File: src/rtl/baud_gen_pkg.sv
package baud_gen_pkg;

  typedef enum logic [1:0] {
    OS_X1  = 2'b00,
    OS_X8  = 2'b01,
    OS_X16 = 2'b10,
    OS_X32 = 2'b11
  } os_sel_e;

  localparam int OS_CNT_W = 5;

  // Oversampling factor for a code, one bit wider than the counter.
  function automatic logic [OS_CNT_W:0] os_factor(os_sel_e s);
    case (s)
      OS_X8:   return (OS_CNT_W+1)'(8);
      OS_X16:  return (OS_CNT_W+1)'(16);
      OS_X32:  return (OS_CNT_W+1)'(32);
      default: return (OS_CNT_W+1)'(1);
    endcase
  endfunction

  // Synchronous output would run at the full source rate without this.
  function automatic logic needs_clamp(logic sync, logic pre, logic cd_zero);
    return sync & ~pre & cd_zero;
  endfunction

endpackage

File: src/rtl/bgen_prescale.sv
module bgen_prescale #(
  parameter int PRE_DIV = 16
) (
  input  logic clk,
  input  logic rst_n,
  input  logic clr,
  input  logic tick_in,
  input  logic bypass,
  output logic tick_out
);
  localparam int PW = (PRE_DIV > 1) ? $clog2(PRE_DIV) : 1;
  localparam logic [PW-1:0] LAST = PW'(PRE_DIV - 1);

  logic [PW-1:0] cnt;
  logic          wrap;

  assign wrap     = tick_in && (cnt == LAST);
  assign tick_out = bypass ? tick_in : wrap;

  always_ff @(posedge clk or negedge rst_n) begin
    if (!rst_n)               cnt <= '0;
    else if (clr || bypass)   cnt <= '0;
    else if (tick_in)         cnt <= wrap ? '0 : cnt + 1'b1;
  end

  // only source ticks advance the prescaler
  p_hold_without_src_r1: assert property (@(posedge clk) disable iff (!rst_n)
    (!clr && !tick_in) |=> $stable(cnt));

endmodule

File: src/rtl/bgen_divider.sv
module bgen_divider #(
  parameter int CD_W = 12
) (
  input  logic            clk,
  input  logic            rst_n,
  input  logic            clr,
  input  logic            tick_in,
  input  logic [CD_W-1:0] limit,
  output logic            tick_out
);
  logic [CD_W-1:0] cnt;
  logic            term;

  assign term     = tick_in && (cnt == limit);
  assign tick_out = term;

  always_ff @(posedge clk or negedge rst_n) begin
    if (!rst_n)        cnt <= '0;
    else if (clr)      cnt <= '0;
    else if (tick_in)  cnt <= term ? '0 : cnt + 1'b1;
  end

  // the count never passes the loaded divisor
  p_cnt_in_range_r3: assert property (@(posedge clk) disable iff (!rst_n)
    !clr |-> (cnt <= limit));

endmodule

File: src/rtl/bgen_oversample.sv
module bgen_oversample
  import baud_gen_pkg::*;
(
  input  logic    clk,
  input  logic    rst_n,
  input  logic    clr,
  input  logic    div_tick,
  input  logic    sync,
  input  os_sel_e sel,
  output logic    bit_tick
);
  logic [OS_CNT_W-1:0] cnt;
  logic [OS_CNT_W:0]   last;
  logic                hit;

  assign last     = os_factor(sel) - 1'b1;
  assign hit      = ({1'b0, cnt} >= last);
  assign bit_tick = div_tick && (sync || hit);

  always_ff @(posedge clk or negedge rst_n) begin
    if (!rst_n)          cnt <= '0;
    else if (clr || sync) cnt <= '0;
    else if (div_tick)   cnt <= hit ? '0 : cnt + 1'b1;
  end

  // oversampling count moves only on divided strobes
  p_os_hold_r4: assert property (@(posedge clk) disable iff (!rst_n)
    (!clr && !div_tick) |=> $stable(cnt));

endmodule

File: src/rtl/baud_clkgen.sv
module baud_clkgen
  import baud_gen_pkg::*;
#(
  parameter int CD_W    = 12,
  parameter int PRE_DIV = 16
) (
  input  logic            clk,
  input  logic            rst_n,
  input  logic            en,
  input  logic            src_sel,
  input  logic            ext_tick,
  input  logic            pre16,
  input  logic [CD_W-1:0] cd,
  input  logic [1:0]      os_sel,
  input  logic            sync_mode,
  output logic            div_tick,
  output logic            bit_tick,
  output logic            clamp_flag
);
  // shadow configuration, reloaded at start and at each divider terminal count
  logic            running;
  logic            pre_sh;
  logic [CD_W-1:0] cd_sh;
  os_sel_e         os_sh;
  logic            sync_sh;
  logic            clamp_sh;

  // named internal events
  logic src_tick;
  logic pre_tick;
  logic div_evt;
  logic bit_evt;
  logic reload;
  logic clamp_now;

  assign src_tick  = running && (src_sel ? ext_tick : 1'b1);
  assign reload    = en && (!running || div_evt);
  assign clamp_now = needs_clamp(sync_mode, pre16, (cd == '0));

  always_ff @(posedge clk or negedge rst_n) begin
    if (!rst_n) begin
      running  <= 1'b0;
      pre_sh   <= 1'b0;
      cd_sh    <= '0;
      os_sh    <= OS_X1;
      sync_sh  <= 1'b0;
      clamp_sh <= 1'b0;
    end else if (!en) begin
      running  <= 1'b0;
    end else if (reload) begin
      running  <= 1'b1;
      pre_sh   <= pre16;
      cd_sh    <= clamp_now ? CD_W'(1) : cd;
      os_sh    <= os_sel_e'(os_sel);
      sync_sh  <= sync_mode;
      clamp_sh <= clamp_now;
    end
  end

  bgen_prescale #(.PRE_DIV(PRE_DIV)) u_pre (
    .clk(clk), .rst_n(rst_n), .clr(!running),
    .tick_in(src_tick), .bypass(!pre_sh), .tick_out(pre_tick)
  );

  bgen_divider #(.CD_W(CD_W)) u_div (
    .clk(clk), .rst_n(rst_n), .clr(!running),
    .tick_in(pre_tick), .limit(cd_sh), .tick_out(div_evt)
  );

  bgen_oversample u_os (
    .clk(clk), .rst_n(rst_n), .clr(!running),
    .div_tick(div_evt), .sync(sync_sh), .sel(os_sh), .bit_tick(bit_evt)
  );

  assign div_tick   = div_evt;
  assign bit_tick   = bit_evt;
  assign clamp_flag = clamp_sh;

  // a low enable silences both strobes from the next cycle
  p_quiet_when_off_r9: assert property (@(posedge clk) disable iff (!rst_n)
    !en |=> (!div_tick && !bit_tick));

  // shadow settings change only at a terminal count or start
  p_cfg_hold_r8: assert property (@(posedge clk) disable iff (!rst_n)
    (running && !div_evt) |=> ($stable(cd_sh) && $stable(pre_sh) && $stable(os_sh)));

  // synchronous strobes never come back to back
  p_sync_half_rate_r6: assert property (@(posedge clk) disable iff (!rst_n)
    (div_evt && sync_sh) |=> (!div_evt || !sync_sh));

  // a bit strobe always rides on a divided strobe
  p_bit_on_div_r4: assert property (@(posedge clk) disable iff (!rst_n)
    bit_evt |-> div_evt);

endmodule

File: config.mk
export PLATFORM = sky130hd
export DESIGN_NAME = baud_clkgen
export DESIGN_NICKNAME = d
export VERILOG_FILES = /design/src/rtl/baud_gen_pkg.sv /design/src/rtl/bgen_prescale.sv /design/src/rtl/bgen_divider.sv /design/src/rtl/bgen_oversample.sv /design/src/rtl/baud_clkgen.sv
export SDC_FILE = /design/constraint.sdc
export NUM_CORES = 1
export LEC_CHECK = 0
export CORE_UTILIZATION = 50
export CTS_BUF_LIST = sky130_fd_sc_hd__clkbuf_4 sky130_fd_sc_hd__clkbuf_8 sky130_fd_sc_hd__clkbuf_16
export DETAILED_ROUTE_END_ITERATION = 10
export GPL_TIMING_DRIVEN = 0
export PLACE_DENSITY = 0.8
export SLEW_MARGIN = 20
export SYNTH_ARGS = -nofsm -noshare
export SYNTH_HDL_FRONTEND = slang
export SYNTH_SLANG_ARGS = --single-unit
File: constraint.sdc
create_clock -name clk -period 2.2 [get_ports clk]
set_input_delay 0.22 -clock clk [delete_from_list [all_inputs] [get_ports clk]]
set_output_delay 0.22 -clock clk [all_outputs]
set_load 0.1 [all_outputs]
==> metrics, run 1 <==
VDD IR max 0.000491 V; vias in the first global route 1444; Cells after Synth 198; sequential cell area fraction in the yosys report 46.5%; Die Height 66.8 um; CTS H-tree depth 2; routed vias/inst 5.56; total gr overflow 0; relative slew slack 35.7%; TritonRoute pass-1 iters 5; Layout Nets 272; Hold Crit Class in -> async; site row count 23; all-layer global routing usage 20.1%; vias 1647; CP Max Fanout 6; slack of the critical path -0.146 ns; post-DR wirelength/cell 14.7 um; Max Used Layer met4; kind of start point of the critical path flip-flop; 1st-iter DRT viols 84; CP bufs+invs 1; Ports 24; Synth Flop Type dfrtp_1; Worst Tran Pin Value 0.961 ns; Fin Clk Skew 0.00863 ns; DR WL met2 2220 um; DR DRC count 0; R2R cell count 8; failing checks setup timing; syn_nets 225; CP required 1.98 ns; RD Place Congestion 0.798; WL final 4340 um; Mapped Avg Cell Area 10.6 um^2; critical path type reg -> out; Final HPWL DP 2880 um; Period minus WS final 2.35 ns; #FFs+latches synth 39; TritonCTS Sinks 39; Routed met3 length 108 um; post-route ant nets 0; synth warn 0; clk slew on worst S/H paths 0.08 ns; CTS tree done; met1 wire length 1990 um; Power Total 1.66 mW; fmax 0.426 GHz; TritonCTS buffer count 5; area of the die 0.00446 mm^2; pin count of the biggest net entering global routing 24; worst path cell trace xnor2_1 > nand4_1 > nor4_4 > and2_4 > a21boi_4 > buf_12; PD cells 598 mW/mm^2; Antenna Cells 0; Pleak 1.18 nW; Post-Place Cell Area 0.00245 mm^2; Final period util 107%; Pins Over Slew Limit 0; placed cell count 272; Die X 66.8 um; R2R Path Start pre_sh; initial antenna violation count 0; P&R area growth vs syn 32.6%; signal arrival time at the worst endpoint 2.13 ns; EDFF count, synth 0; R2R setup slack -0.05 ns; cell area after synthesis 0.00210 mm^2; CTS Buffer Depth 2; unrepaired setup endpoints after global routing yes; delay-heaviest family, CP simple AND/OR/NAND/NOR gates; Final Cell Area 0.00278 mm^2; fill count 294; Final Hold Vio Count 0; proportion of layout cells with a drive suffix above 1 25.2%; final setup fails 16; multi-input logic area 0.00115 mm^2; FFs w/ async S/R, synth 100%; final core occ 69.5%; capturing element type of the critical path primary output; Yosys cell types 41; Post-Layout Cell Count 296; Skew-Pair Late Insertion Delay 0.28 ns; initial core utilization 52.4%; Root Driver clkbuf_8; core region area 0.00400 mm^2; Reg area 982 um^2; WHS 0.399 ns; I/O Buffers 23; Worst R2R End cd_sh[7]; status finished, violations left; Crit path largest cell delay 0.46 ns; max_cap viols 0; first-pass GRT wire length 6700 um; Worst path slowest cell dfrtp_2
==> layout by cell type (no fill, tap or decap), types with 4 or more instances in the layout <==
master	n
clkbuf_8	7
xnor2_2	4
clkdlybuf4s50_1	20
nor2_1	12
a21oi_1	9
dfrtp_1	34
nand4_1	10
nand2_1	22
mux2_4	9
buf_4	14
or3_1	5
dfrtp_2	5
mux2_1	4
nand3_1	8
xor2_1	8
ha_1	5
xnor2_1	9
==> per-layer routing <==
metal / track usage (%) / vias up
li1: - / 796
met1: 28.4 / 814
met2: 31.3 / 33
met3: 3.60 / 4
met5: 0 / -
met4: 5.59 / 0
==> kinds of logic after synthesis <==
group	share of synthesized area, %
and+or+nand+nor	19.7
AOI/OAI and AO/OA	9.07
buffers and inverters	2.09
muxes	10.2
xor gates and xnor gates	8.77
DFF	46.5
adders and majority gates	3.58
==> worst max-delay path by stage <==
stage,start,end,cells after the start
after floorplan,u_pre.cnt[0],bit_tick,7
after global placement,src_sel,bit_tick,8
after detailed placement,src_sel,bit_tick,8
after CTS,pre_sh,bit_tick,7
after global routing,pre_sh,bit_tick,7
final,u_div.cnt[4],bit_tick,6
==> cell type report <==
| class | count | share of cell area, % |
|---|---|---|
| plain buffers | 5 | 1.57 |
| well taps | 50 | 2.25 |
| repair buffers | 41 | 15.2 |
| flip-flops and latches | 39 | 35.3 |
| inverters | 3 | 0.405 |
| clock buffers | 8 | 3.73 |
| multi-input cells | 150 | 41.5 |
==> metrics by stage <==
step	TNS, ns	setup slack [ns]
2_1_floorplan	-0.291	-0.291
3_3_place_gp	-6.82	-1.05
3_5_place_dp	-6.50	-1.05
4_1_cts	-0.193	-0.148
5_1_grt	-1.96	-0.244
6_report	-0.567	-0.146
==> synth_stat cells (all sizes together), types with 4 or more instances <==
cell / instances / area share, %
ha: 6 / 3.6
mux2: 16 / 10
o21ai: 4 / 0.95
a21oi: 9 / 2.1
nor2: 13 / 2.3
nand2: 23 / 4.5
or3: 5 / 1.5
xnor2: 13 / 5.4
nand4: 10 / 3.0
nor4: 4 / 1.2
dfrtp: 39 / 47
nand3: 8 / 1.9
xor2: 8 / 3.3
==> registers in the layout, summed over array words and instances (netlist names) <==
signal and count:
u_pre.cnt 4, u_os.cnt 5, cd_sh 12, clamp_flag 1, sync_sh 1, u_div.cnt 12
running 1, os_sh 2, pre_sh 1
==> power by group <==
group          total, mW  leakage [nW]  switching (mW)  internal (mW)
clock              0.532        0.0549           0.233          0.298
combinational      0.308         0.632           0.126          0.182
sequential         0.823         0.496          0.0549          0.768
==> repair_timing <==
item,CTS,global route
setup endpoints to repair,12,22
gates cloned,0,1
buffers inserted,8,8
pin swaps,3,5
hold endpoints to repair,16,0
resized for setup,17,17
hold buffers,1,0
(Power assumes the default switching activity.)
==> run 2, diff against run 1 <==
- ABC_AREA: unset -> 1
- CORE_UTILIZATION: 50 -> 51
- PLACE_DENSITY: 0.8 -> 0.81
==> run 2 against run 1 <==
Effect of this change:
- area after synthesis is 8.2% higher
- routed wire length increased by 11%
- largest power group unchanged
- register-to-register slack better by 0.42 ns
- flip-flop and latch count unchanged
- global-route usage grew 3.1 points
- the flow now finishes without violations
- final cell count is 38% higher
==> metrics, run 2 <==
Pleak 1.38 nW (was 1.18 nW); Final HPWL DP 3510 um (was 2880 um); Period minus WS final 2.14 ns (was 2.35 ns); post-DR wirelength/cell 11.8 um (was 14.7 um); kind of start point of the critical path flip-flop (unchanged); vias 2047 (was 1647); Layout Nets 383 (was 272); synth warn 0 (unchanged); core region area 0.00414 mm^2 (was 0.00400 mm^2); syn_nets 351 (was 225); RD Place Congestion 0.844 (was 0.798); 1st-iter DRT viols 118 (was 84); Die Height 68.7 um (was 66.8 um); relative slew slack 35.6% (was 35.7%); R2R Path Start u_pre.cnt[0] (was pre_sh); critical path type reg -> out (unchanged); TritonCTS Sinks 39 (unchanged); Power Total 1.67 mW (was 1.66 mW); most common cell after layout, fill and taps aside nand2_1 (was dfrtp_1); area of the die 0.00472 mm^2 (was 0.00446 mm^2); VDD IR max 0.000438 V (was 0.000491 V); TritonRoute pass-1 iters 4 (was 5); #FFs+latches synth 39 (unchanged); Post-Place Cell Area 0.00257 mm^2 (was 0.00245 mm^2); final setup fails 0 (was 16); P&R area growth vs syn 19.6% (was 32.6%); PD cells 616 mW/mm^2 (was 598 mW/mm^2); CTS tree done (unchanged); Final Hold Vio Count 0 (unchanged); Skew-Pair Late Insertion Delay 0.30 ns (was 0.28 ns); WL final 4800 um (was 4340 um); Mapped Avg Cell Area 7.01 um^2 (was 10.6 um^2); max_cap viols 0 (unchanged); EDFF count, synth 0 (unchanged); Ports 24 (unchanged); Pins Over Slew Limit 0 (unchanged); Yosys cell types 22 (was 41); proportion of layout cells with a drive suffix above 1 8.12% (was 25.2%); worst path cell trace nor2_4 > ha_1 > o21ai_0 > nand2_1 > nand4_1 > nand2_2 > nor2_2 > nor2_4 > buf_12 (was xnor2_1 > nand4_1 > nor4_4 > and2_4 > a21boi_4 > buf_12); pin count of the biggest net entering global routing 33 (was 24); Synth top cells by count nand2_1 (114), nor2_1 (45), dfrtp_1 (39), inv_1 (35), nand3_1 (35) (was dfrtp_1 (39), nand2_1 (22), nor2_1 (13), xnor2_1 (13), nand4_1 (10)); CTS H-tree depth 2 (unchanged); Worst path slowest cell dfrtp_2 (unchanged); routed vias/inst 5.03 (was 5.56); cell area after synthesis 0.00227 mm^2 (was 0.00210 mm^2); cell taking the most area after synthesis dfrtp_1 (unchanged); most frequent CP cell nor2_4; Antenna Cells 0 (unchanged); Hold Crit Class in -> reg (was in -> async); Yosys top cell area share 43.0% (was 46.5%); initial core utilization 54.8% (was 52.4%); Synth Flop Type dfrtp_1 (unchanged); Cells after Synth 324 (was 198); clk slew on worst S/H paths 0.08 ns (about the same); site row count 23 (unchanged); total gr overflow 0 (unchanged); Worst Tran Pin Value 0.962 ns (was 0.961 ns); signal arrival time at the worst endpoint 1.92 ns (was 2.13 ns); CTS Buffer Depth 2 (unchanged); Root Driver clkbuf_8 (unchanged); Synth area leaders dfrtp_1 (43%), nand2_1 (19%), nand3_1 (7.7%), nor2_1 (7.4%), inv_1 (5.8%) (was dfrtp_1 (47%), mux2_4 (6.4%), xnor2_1 (5.4%), nand2_1 (3.9%), ha_1 (3.6%)); post-route ant nets 0 (unchanged); Die X 68.7 um (was 66.8 um); worst setup path startpoint os_sh[1] (was u_div.cnt[4]); most frequent cells in the layout nand2_1 (113), nor2_1 (42), dfrtp_1 (38) (was dfrtp_1 (34), nand2_1 (22), clkdlybuf4s50_1 (20)); worst hold start en; DR DRC count 0 (unchanged); CP bufs+invs 1 (unchanged); fmax 0.468 GHz (was 0.426 GHz); first-pass GRT wire length 7940 um (was 6700 um); cell with the most instances after synthesis nand2_1 (was dfrtp_1); initial antenna violation count 0 (unchanged); capturing element type of the critical path primary output (unchanged); status finished clean (was finished, violations left); all-layer global routing usage 23.1% (was 20.1%); Final period util 97.2% (was 107%); WHS 0.218 ns (was 0.399 ns); TritonCTS buffer count 5 (unchanged); I/O Buffers 22 (was 23); FFs w/ async S/R, synth 100% (unchanged); sequential cell area fraction in the yosys report 43.0% (was 46.5%); Final Cell Area 0.00271 mm^2 (was 0.00278 mm^2); biggest regs cd_sh (12), u_div.cnt (12), u_os.cnt (5) (unchanged); CP Max Fanout 6 (unchanged); delay-heaviest family, CP simple AND/OR/NAND/NOR gates (unchanged); CP required 1.98 ns (about the same); vias in the first global route 1794 (was 1444); Crit path largest cell delay 0.45 ns (was 0.46 ns); Fin Clk Skew 0.00579 ns (was 0.00863 ns)
## run 2: cell types whose count changed in the layout (fill, tap and decap cells not counted), moves of 6 or more
cell,delta
nand2_1,+91
inv_1,+32
nor2_1,+30
nand3_1,+27
buf_4,-10
mux2_4,-9
xnor2_1,-9
nand4_1,-6
## run 2: layout make-up
cell class	instances	area [um^2]
fill	370	1430
multi-input combinational	239	1130
sequential	39	977
timing repair buffer	26	272
inverter	36	135
clock buffer	6	76.3
tap	50	62.6
buffer	9	51.3
clock inverter	2	12.5
## run 2: timing repair
action | in CTS | in global routing
endpoints found under the setup margin | 2 | 2
setup buffers | 0 | 2
endpoints found under the hold margin | 7 | 0
gates resized for setup | 17 | 6
pin swaps | 0 | 1
hold buffers | 1 | 0
## run 2: cells by family after synthesis
logic type / Yosys count / share of synthesized area (%)
XOR/XNOR: 9 / 3.47
buffers and inverters: 46 / 8.43
AND/OR/NAND/NOR: 208 / 38.0
flip-flops: 39 / 43.0
AO/OA/AOI/OAI: 16 / 3.75
adder cells (fa/ha/maj): 6 / 3.31
## run 2: worst paths after layout
check | slack (ns) | end | depth (start not counted)
setup / recovery | 0.06 | bit_tick | 9
hold / removal | 0.22 | running | 2
setup reg to reg | 0.37 | cd_sh[7] | 11
hold reg to reg | 0.50 | clamp_flag | 2
max in group asynchronous | 1.48 | cd_sh[6] | 3
min in group asynchronous | 0.29 | u_pre.cnt[1] | 2
## run 2: per-stage QoR
step / cells / util [%] / TNS (ns) / setup slack [ns]
floorplan: 324 / - / 0 / 0.0273
global placement: 396 / 61.7 / -1.30 / -0.680
detailed placement: 397 / 62.0 / -1.33 / -0.698
CTS: 406 / 64.8 / -0.00397 / -0.00397
global route: 407 / 65.5 / -0.00657 / -0.00657
finish: 407 / 65.5 / 0 / 0.0613
## run 2: report_power, final
group / switching (mW) / leakage, nW / internal (mW)
combinational: 0.181 / 0.824 / 0.144
sequential: 0.0678 / 0.511 / 0.780
clock: 0.266 / 0.0446 / 0.234
total: 0.515 / 1.38 / 1.16
## run 2: per-layer routing
layer	up-vias	GRT usage (%)	wire length, um
met5	-	0	0
met4	0	8.42	91
met3	9	4.93	171
met2	42	37.6	2320
met1	930	30.3	2220
li1	1066	-	-
